--- src/rtl/scaled_acc_pkg.sv ---
package scaled_acc_pkg;
    localparam int DATA_W  = 16;
    localparam int ACC_W   = 32;
    localparam int SHAMT_W = 4;

    typedef enum logic [3:0] {
        CMD_NOP   = 4'h0,
        CMD_LDD   = 4'h1,
        CMD_ADDD  = 4'h2,
        CMD_SUBD  = 4'h3,
        CMD_LDP   = 4'h4,
        CMD_ADDP  = 4'h5,
        CMD_SUBP  = 4'h6,
        CMD_AND   = 4'h7,
        CMD_OR    = 4'h8,
        CMD_XOR   = 4'h9,
        CMD_NORM  = 4'hA,
        CMD_BTEST = 4'hB
    } cmd_e;

    typedef struct packed {
        logic [ACC_W-1:0] acc;
        logic             carry;
        logic             tbit;
        logic             ndone;
    } alu_state_t;

    function automatic logic is_arith(input logic [3:0] c);
        return (c == CMD_ADDD) || (c == CMD_SUBD) || (c == CMD_ADDP) || (c == CMD_SUBP);
    endfunction
endpackage

--- src/rtl/in_scaler.sv ---
module in_scaler #(
    parameter int DW = 16,
    parameter int AW = 32,
    parameter int SW = 4
) (
    input  logic [DW-1:0] word,
    input  logic          no_sext,
    input  logic [SW-1:0] amount,
    output logic [AW-1:0] scaled
);
    localparam int PAD = AW - DW;
    logic [AW-1:0] widened;

    always_comb begin
        widened = {{PAD{word[DW-1] & ~no_sext}}, word};
        scaled  = widened << amount;
    end
endmodule

--- src/rtl/alu_core.sv ---
module alu_core
    import scaled_acc_pkg::*;
#(
    parameter int DW = 16,
    parameter int AW = 32,
    parameter int SW = 4
) (
    input  logic [3:0]    cmd,
    input  alu_state_t    cur,
    input  logic [AW-1:0] scaled,
    input  logic [AW-1:0] prod,
    input  logic [DW-1:0] word,
    input  logic [SW-1:0] idx,
    output alu_state_t    nxt
);
    localparam int PAD = AW - DW;
    logic [AW-1:0] opnd;
    logic [AW-1:0] wz;
    logic [AW:0]   sum;
    logic [AW:0]   dif;
    logic [DW-1:0] probe;
    logic          use_prod;

    always_comb begin
        use_prod = (cmd == CMD_LDP) || (cmd == CMD_ADDP) || (cmd == CMD_SUBP);
        opnd     = use_prod ? prod : scaled;
        wz       = {{PAD{1'b0}}, word};
        sum      = {1'b0, cur.acc} + {1'b0, opnd};
        dif      = {1'b0, cur.acc} + {1'b0, ~opnd} + {{AW{1'b0}}, 1'b1};
        probe    = word << idx;
        nxt      = cur;
        case (cmd)
            CMD_LDD, CMD_LDP:   nxt.acc = opnd;
            CMD_ADDD, CMD_ADDP: begin
                nxt.acc   = sum[AW-1:0];
                nxt.carry = sum[AW];
            end
            CMD_SUBD, CMD_SUBP: begin
                nxt.acc   = dif[AW-1:0];
                nxt.carry = dif[AW];
            end
            CMD_AND: nxt.acc = cur.acc & wz;
            CMD_OR:  nxt.acc = cur.acc | wz;
            CMD_XOR: nxt.acc = cur.acc ^ wz;
            CMD_NORM: begin
                if (cur.acc[AW-1] == cur.acc[AW-2]) begin
                    nxt.acc   = cur.acc << 1;
                    nxt.ndone = 1'b0;
                end else begin
                    nxt.ndone = 1'b1;
                end
            end
            CMD_BTEST: nxt.tbit = probe[DW-1];
            default: nxt = cur;
        endcase
    end
endmodule

--- src/rtl/scaled_acc_alu.sv ---
module scaled_acc_alu
    import scaled_acc_pkg::*;
(
    input  logic               clk,
    input  logic               rst,
    input  logic               op_valid,
    input  logic [3:0]         op_code,
    input  logic [DATA_W-1:0]  data_in,
    input  logic [ACC_W-1:0]   prod_in,
    input  logic [SHAMT_W-1:0] shamt,
    input  logic               sx_off,
    output logic [ACC_W-1:0]   acc_out,
    output logic               carry_out,
    output logic               tbit_out,
    output logic               norm_done
);
    alu_state_t     st_q;
    alu_state_t     st_d;
    logic [ACC_W-1:0] scaled_w;
    logic [3:0]     cmd_eff;

    assign cmd_eff = op_valid ? op_code : CMD_NOP;

    in_scaler #(.DW(DATA_W), .AW(ACC_W), .SW(SHAMT_W)) u_scale (
        .word    (data_in),
        .no_sext (sx_off),
        .amount  (shamt),
        .scaled  (scaled_w)
    );

    alu_core #(.DW(DATA_W), .AW(ACC_W), .SW(SHAMT_W)) u_core (
        .cmd    (cmd_eff),
        .cur    (st_q),
        .scaled (scaled_w),
        .prod   (prod_in),
        .word   (data_in),
        .idx    (shamt),
        .nxt    (st_d)
    );

    always_ff @(posedge clk) begin
        if (rst) st_q <= '0;
        else     st_q <= st_d;
    end

    assign acc_out   = st_q.acc;
    assign carry_out = st_q.carry;
    assign tbit_out  = st_q.tbit;
    assign norm_done = st_q.ndone;
endmodule

--- config.mk ---
export PLATFORM = sky130hd
export DESIGN_NAME = scaled_acc_alu
export DESIGN_NICKNAME = d
export VERILOG_FILES = /design/src/rtl/scaled_acc_pkg.sv /design/src/rtl/in_scaler.sv /design/src/rtl/alu_core.sv /design/src/rtl/scaled_acc_alu.sv
export SDC_FILE = /design/constraint.sdc
export NUM_CORES = 1
export LEC_CHECK = 0
export BUFFER_PORTS_ARGS = -buffer_cell sky130_fd_sc_hd__buf_4
export CAP_MARGIN = 15
export CORE_AREA = 2 2 140 142
export CTS_BUF_LIST = sky130_fd_sc_hd__clkbuf_16
export DETAILED_ROUTE_END_ITERATION = 8
export DIE_AREA = 0 0 142 144
export GPL_TIMING_DRIVEN = 1
export SLEW_MARGIN = 10
export SYNTH_ARGS = -nofsm -noshare
export SYNTH_HDL_FRONTEND = slang
export SYNTH_HIERARCHICAL = 1
export SYNTH_SLANG_ARGS = --single-unit
--- constraint.sdc ---
create_clock -name clk -period 13.7 [get_ports clk]
set_input_delay 2.74 -clock clk [delete_from_list [all_inputs] [get_ports clk]]
set_output_delay 2.74 -clock clk [all_outputs]
set_load 0.01 [all_outputs]
# Word-level counts from Yosys, hierarchy flattened
# Cells that the tools add are included.
totals:
  output_inout_bits: 35
  ff_bits: 35
  input_bits: 60
op_classes:
  n_eq_ne: 13
  n_bitwise: 6
  n_reduce_logical: 8
  n_shift: 2
  mux: 6
  add_sub_neg: 3
ops:
  columns: ["op", "n"]
  rows:
  - ["32-bit one-hot mux with 7 select lines", 1]
  - ["32-bit by 32-bit adder with 33-bit output", 2]
  - ["32-bit 2-to-1 mux", 2]
  - ["33-bit by 1-bit adder with 33-bit output, second input constant", 1]
  - ["32-bit by 16-bit AND with 32-bit output", 1]
  - ["32-bit NOT", 1]
  - ["32-bit by 16-bit OR with 32-bit output", 1]
  - ["32-bit by 4-bit left shift with 32-bit output", 1]
  - ["32-bit by 16-bit XOR with 32-bit output", 1]
  - ["4-bit by 3-bit equality test with 1-bit output, second input constant", 4]
  - ["4-bit equality test, second input constant", 4]
  - ["16-bit by 4-bit left shift with 16-bit output", 1]
  - ["4-bit by 2-bit equality test with 1-bit output, second input constant", 2]
  - ["7-bit nonzero test", 1]
  - ["2-bit OR reduction", 3]
  - ["4-bit by 1-bit equality test with 1-bit output, second input constant", 1]
  - ["4-bit 2-to-1 mux", 1]
  - ["1-bit logical OR", 2]
  - ["2-bit by 1-bit inequality test with 1-bit output, second input constant", 1]
  - ["1-bit one-hot mux with 2 select lines", 1]
  - ["2-bit AND reduction", 1]
  - ["2-bit nonzero test", 1]
  - ["1-bit AND", 1]
  - ["1-bit equality test", 1]
  - ["other kinds (2)", 2]

# Depth between registers and ports, before layout
# Gate-level depths: netlist of run 1.
depth:
  depth_word: 9
  ltp_mapped: 20
  depth_no_buf: 17

# Cells and area by module
# Netlist of run 1, hierarchy kept.
by_module_without_submodules:
  columns: ["module", "seq_area_each_um2", "area_per_inst_um2", "cells_per_inst", "instances"]
  rows:
  - ["alu_core", 0.0, 6152.2, 882, 1]
  - ["in_scaler", 0.0, 1222.4, 161, 1]
  - ["scaled_acc_alu", 700.7, 991.0, 77, 1]

# Least setup slack after synthesis of run 1
# OpenSTA, ideal clock, no wires.
synth_timing:
  kind: "input port to flip-flop"
  startpoint: "input port op_code[3]"
  endpoint: "register st_q, in the netlist acc_out[30]"
  t_arrival_ps: 6674
  path_slack_ps: 6910
  setup_time_ps: 116
  cell_stages: 18
  path_cell_list: "and2_1 clkbuf_1 nand3b_1 clkbuf_1 buf_2 mux2i_1 inv_1 ha_1 inv_2 nor4_4 nand3_2 a211oi_2 a41o_2 a31o_4 a41oi_2 and3_1 o32a_1 and2b_2"
synth_lines:
  columns: ["element", "line", "source"]
  rows:
  - ["from (decl)", "scaled_acc_alu.sv:7", "input logic [3:0] op_code,"]
  - ["to (signal assigned)", "scaled_acc_alu.sv:43", "else st_q <= st_d;"]
  - ["to (decl)", "scaled_acc_alu.sv:17", "alu_state_t st_q;"]

==> results of run 1 <==
## per-layer routing
metal | wire (um) | GRT usage
met5 | 0 | 0
met4 | 872 | 0.0826
met3 | 3300 | 0.0593
met2 | 13000 | 0.456
met1 | 14700 | 0.455
## layout by cell type (no fill, tap or decap), types with 8 or more instances in the layout
master,synthesis,layout
a221oi_1,28,28
inv_1,98,98
ha_1,106,106
o2111ai_1,9,9
nor4_1,8,8
mux2i_1,39,39
nor2_1,86,86
o21ai_0,63,63
a222oi_1,12,12
o21bai_1,13,13
nand2_1,77,77
a211oi_1,11,11
buf_4,4,108
nand2b_1,15,15
a22oi_1,14,14
xnor2_1,16,16
a221o_1,11,11
o22ai_1,15,15
a21o_1,8,8
nand3_1,16,16
a31oi_1,10,10
mux4_2,8,8
o211ai_1,21,21
and2_1,11,11
a21oi_1,96,95
nor2b_1,38,38
nor3_1,17,16
dfxtp_1,35,35
mux2_2,30,30
## metrics by stage
step / hold slack (ps) / util / total power (uW) / area [um^2]
floorplan: 606 / - / 646 / 8370
global placement: 564 / 0.477 / 840 / 9090
detailed placement: 583 / 0.477 / 838 / 9090
CTS: 600 / 0.484 / 973 / 9240
global route: 634 / 0.484 / 1060 / 9240
finish: 597 / 0.484 / 988 / 9240
## worst reg2reg max path, cell delays in order, from the launching register on
cell and delay [ps]:
dfxtp_1 380, inv_1 140, ha_1 160, inv_1 50
fa_1 440, nor2b_1 170, o21ai_0 450, a21oi_1 320
a21oi_1 420, a21o_4 260, nor2_1 70, a211o_1 300
a221oi_1 320, a21oi_1 60, nor2b_1 130
## power groups by stage
stage          registers [uW]  clock network [uW]  logic, uW
6_report                  159                 130        699
2_1_floorplan             157                   0        490
5_1_grt                   163                 136        760
3_5_place_dp              161                   0        677
3_3_place_gp              161                   0        678
4_1_cts                   159                 133        681
## cell type report
class	count	share of cell area
clock buffer	5	0.0135
multi-input combinational	909	0.748
clock inverter	3	0.00217
inverter	100	0.0406
sequential	35	0.0758
tap	238	0.0322
timing repair buffer	108	0.0878
## logic make-up (layout without fill, tap and decap cells)
| logic type | after synthesis | count (layout) | synth area share |
|---|---|---|---|
| flops | 35 | 35 | 0.0838 |
| simple gates | 312 | 312 | 0.187 |
| fa+ha+maj | 108 | 108 | 0.163 |
| buf+inv | 176 | 216 | 0.0932 |
| xor+xnor | 20 | 20 | 0.0209 |
| compound gates | 387 | 387 | 0.331 |
| mux | 82 | 82 | 0.121 |
## path summary, 6_finish.rpt
kind	end	slack, ps	from	depth (start not counted)
worst max register to register	acc_out[28]	9920	acc_out[0]	14
worst max-delay path	acc_out[31]	6190	shamt[0]	18
worst min register to register	norm_done	600	norm_done	3
worst min-delay path	norm_done	600	norm_done	3
## state kept, by name (all words and copies together) (netlist names)
name,cells
acc_out,32
carry_out,1
norm_done,1
tbit_out,1
==> metrics.txt, run 1 <==
status finished, final reports clean; Post-CTS Setup Repair Bufs 0; Sequential cell area 701 um^2; Vias/cell 6.54; yosys warns 6; Post-synth EDFFs 0; number of global-route vias before repair around 8,400; Placed Cells incl. Taps around 1,400; CTS Root Cell clkbuf_16; Data arrival, critical path 7710 ps; Final period util 0.548; die width 142 um; TritonCTS Buffers 5; Crit Path Class in2reg; CP bufs+invs 3; WL/cell approximately 23 um; Leakage 0.00411 uW; clock skew 5.98 ps; Max Clock Freq 0.133 GHz; data required time of the worst path approximately 14,000 ps; CTS tree built; Post-Synthesis Cell Area 8370 um^2; Final GP Congestion between 0.9 and 1; Multi-input gate area 6910 um^2; final net count 1,327; syn_nets 1,288; Antenna Nets Post-Route 0; routed vias 9,138; H-tree levels 2; VDD IR max 0.0577 mV; Die Y roughly 140 um; P per Cell Area 107 nW/um^2; Logic pwr share 0.707; Yosys cell types 89; First-pass DRT Iterations 5; All-Layer GR Usage 0.309; largest cells by area after synthesis ha_1 16%, dfxtp_1 8.4%, a21oi_1 5.7%, mux2i_1 4.7%, inv_1 4.4%; Slew Limit Fails 0; final hold vios 0; area grow syn2layout 10.4%; clk sinks 35; layout cells sized above 1 0.169; DRC viols 0; antenna fix cells 0; register area share after synthesis 0.0838; CP delay by family, top compound AO/OA/AOI/OAI gates; RSZ-0062 raised after global routing no; Synth area leader ha_1; Most Frequent Cell on Critical Path a31oi_1; endpoints failing setup 0; Fin Setup TNS 0 ps; Hold Buf Count CTS 0; first-pass GRT wire length 48,800 um; final instance count without filler cells roughly 1,400; fin worst setup slack 6190 ps; post-CTS sizing 0; largest net degree at the start of global routing 43; crit-path max FO 30; CP cell instances buf_4 > mux4_1 > mux2_2 > nor2_1 > a21oi_1 > mux2i_1 > inv_1 > ha_1 > inv_1 > a21oi_1 > o31ai_1 > a221oi_1 > a31oi_1 > a2111oi_0 > o21ai_0 > a31oi_1 > a31oi_1 > and2b_2; Std-Cell Rows 51; Yosys reg bits 35; DP Wirelength 23,200 um; initial drt markers 1,017; Psw approximately 530 uW; Max clock buf depth 2; io pins 95; Mapped Cells approximately 1,100; post-synth top area share 0.159; total die area 20,400 um^2; clock slew at reported path FFs about 70 ps; Post-synth ARST share 0; Setup Slack @ Placement 6010 ps; mean area per synthesized cell 7.47 um^2; delay of the slowest critical-path stage 670 ps; Slew @ Worst Pin 900 ps; leading post-synthesis cells by instance count 106 x ha_1, 98 x inv_1, 96 x a21oi_1, 86 x nor2_1, 77 x nand2_1; main flop type after synthesis dfxtp_1; Buffers on Ports 94; Flop pwr share 0.161; CP endpoint kind register; worst-skew pair later-pin latency 310 ps; Initial Util 0.438; Core ar. roughly 19,000 um^2; switch share 0.535; Max-slew headroom 0.394; most numerous cell in the Yosys netlist ha_1; max-cap violations 0; initial antenna violation count 0; Clock Power Share 0.131; startpoint types primary input; min cycle time layout 7510 ps; fillers 1,942; HP Class reg2reg; slowest stage cell, crit path mux4_1; gr ovfl total 0; Int Pwr 460 uW; routed wire length 31,900 um
Power figures use the tool's default switching activity.
==> run 2: changes to the inputs <==
--- a/config.mk
+++ b/config.mk
@@ -12,6 +12,7 @@
 export DETAILED_ROUTE_END_ITERATION = 8
 export DIE_AREA = 0 0 142 144
 export GPL_TIMING_DRIVEN = 1
+export PLACE_DENSITY = 0.66
 export SLEW_MARGIN = 10
 export SYNTH_ARGS = -nofsm -noshare
 export SYNTH_HDL_FRONTEND = slang
==> constraint.sdc (replaced) <==
create_clock -name clk -period 6.9 [get_ports clk]
set_input_delay 1.38 -clock clk [delete_from_list [all_inputs] [get_ports clk]]
set_output_delay 1.38 -clock clk [all_outputs]
set_load 0.01 [all_outputs]
==> run 2 against run 1 <==
Against the previous run:
- non-clock buffer count is 4 higher
- register-to-register slack worse by 6800 ps
- power is 97% higher
- critical path depth is 1 higher
- setup slack worse by 5300 ps
- clock power is 91% higher
- via count is 0.40% higher
- combinational power is 97% higher
- die area stayed put
- first-iteration DRC count is 29% higher
- critical path type unchanged
==> metrics.txt, run 2 (same netlist as run 1, synthesis figures left out) <==
status finished, final reports clean; Max Clock Freq 0.166 GHz; io pins 95 (unchanged); initial drt markers 1,307 (+29%); gr ovfl total 0 (unchanged); Buffers on Ports 94 (unchanged); final hold vios 0 (unchanged); max reg flops 32 (unchanged); total die area 20,400 um^2 (unchanged); First-pass DRT Iterations 8 (+3); most common cell after layout, fill and taps aside buf_4; Initial Util 0.438 (unchanged); CP endpoint kind register; routed wire length 30,800 um (-3.7%); r2r startpoint acc_out[0]; Fin Setup TNS 0 ps (unchanged); final net count 1,331 (+0.30%); clock skew 11.4 ps (+5.40 ps); clk sinks 35 (unchanged); largest net degree at the start of global routing 43 (unchanged); RR Endpoint carry_out; clock slew at reported path FFs 70 ps (about the same); H-tree levels 2 (unchanged); Die Y 144 um (unchanged); HP Class reg2reg; CTS Root Cell clkbuf_16; TritonCTS Buffers 5 (unchanged); RSZ-0062 raised after global routing no; initial antenna violation count 0 (unchanged); Leakage 0.00413 uW (+0.58%); Slew @ Worst Pin 871 ps (-29.1 ps); Max clock buf depth 2 (unchanged); first-pass GRT wire length 45,800 um (-6.1%); Crit Path Class in2reg; Data arrival, critical path 6220 ps (-1490 ps); Vias/cell 6.54 (+0.12%); All-Layer GR Usage 0.288 (-0.0211); max-cap violations 0 (unchanged); fillers 1,871 (-3.7%); startpoint types primary input; number of global-route vias before repair 8,141 (-2.5%); routed vias 9,175 (+0.40%); Hold Buf Count CTS 0 (unchanged); final instance count without filler cells 1,402 (+0.29%); Placed Cells incl. Taps 1,394 (+0.29%); crit-path max FO 13 (-57%); die width 142 um (unchanged); area grow syn2layout 10.9%; DP Wirelength 22,300 um (-3.9%); WL/cell 21.9 um (-3.9%); worst setup path endpoint acc_out[31]; Critical Path Start op_valid; most frequent cells in the layout 111 x buf_4, 106 x ha_1, 98 x inv_1, 95 x a21oi_1, 86 x nor2_1; Slew Limit Fails 0 (unchanged); post-CTS sizing 0 (unchanged); DRC viols 0 (unchanged); P per Cell Area 210 nW/um^2 (+96%); R2R setup slack 3170 ps (-6750 ps); Final period util 0.871; Core ar. 19,100 um^2 (unchanged); min cycle time layout 6010 ps; worst-skew pair later-pin latency 310 ps (about the same); antenna fix cells 0 (unchanged); Post-CTS Setup Repair Bufs 0 (unchanged); Reg2Reg Depth 14 (unchanged); CTS tree built; data required time of the worst path 7100 ps (-6800 ps); VDD IR max 0.101 mV (+76%); Std-Cell Rows 51 (unchanged); Max-slew headroom 0.413 (+0.0196); Final GP Congestion 0.975 (+0.71%); endpoints failing setup 0 (unchanged); layout cells sized above 1 0.170 (+0.00114); Antenna Nets Post-Route 0 (unchanged)
==> run 2: changes by cell type in the layout (fill, tap and decap cells not counted) <==
cell / previous run / this run
clkinv_2: 1 / 0
buf_12: 0 / 1
clkinvlp_4: 2 / 1
buf_4: 108 / 111
clkinv_1: 0 / 2
==> run 2: per-layer routing <==
layer / track usage / part of all wire
met1: 0.412 / 0.45
met2: 0.435 / 0.42
met3: 0.0457 / 0.096
met4: 0.104 / 0.034
met5: 0 / 0
==> run 2: area by class of cell <==
type	count	area, um^2	area share
multi-input combinational	909	6910	0.745
inverter	100	375	0.0405
tap	238	298	0.0321
timing repair buffer	112	853	0.0920
clock buffer	5	125	0.0135
clock inverter	3	15.0	0.00162
sequential	35	701	0.0755
==> run 2: worst min path at each step <==
stage | startpoint | slack (ps) | to | depth (start not counted)
floorplan | norm_done | 610 | norm_done | 3
global placement | tbit_out | 590 | tbit_out | 2
detailed placement | tbit_out | 590 | tbit_out | 2
CTS | tbit_out | 610 | tbit_out | 2
global route | tbit_out | 630 | tbit_out | 2
finish | tbit_out | 610 | tbit_out | 2
==> run 2: through the flow <==
step,worst slack [ps],total power (uW),cell area (um^2),util,hold slack [ps]
4_1_cts,1040,1910,9280,0.486,611
2_1_floorplan,1470,1280,8370,-,606
3_5_place_dp,722,1650,9140,0.479,593
5_1_grt,488,2080,9280,0.486,629
6_report,887,1950,9280,0.486,611
3_3_place_gp,864,1660,9140,0.479,594
==> run 2: power by group <==
part	internal (uW)	switching, uW	leakage [uW]
combinational	543	836	0.00378
sequential	238	79.8	0.000289
clock	132	116	0.0000649
==> run 2: critical path: stages <==
cell and delay (ps):
buf_4 90, and2_1 430, nand2_1 210, nand3b_1 480, buf_12 220, mux2i_1 290
inv_1 80, ha_1 390, nor3_1 120, o31ai_1 520, a21oi_1 240, o211ai_1 360
a31oi_1 130, buf_4 180, a2111oi_0 460, o21ai_0 160, a31oi_1 180, a31oi_1 90
and2b_2 190
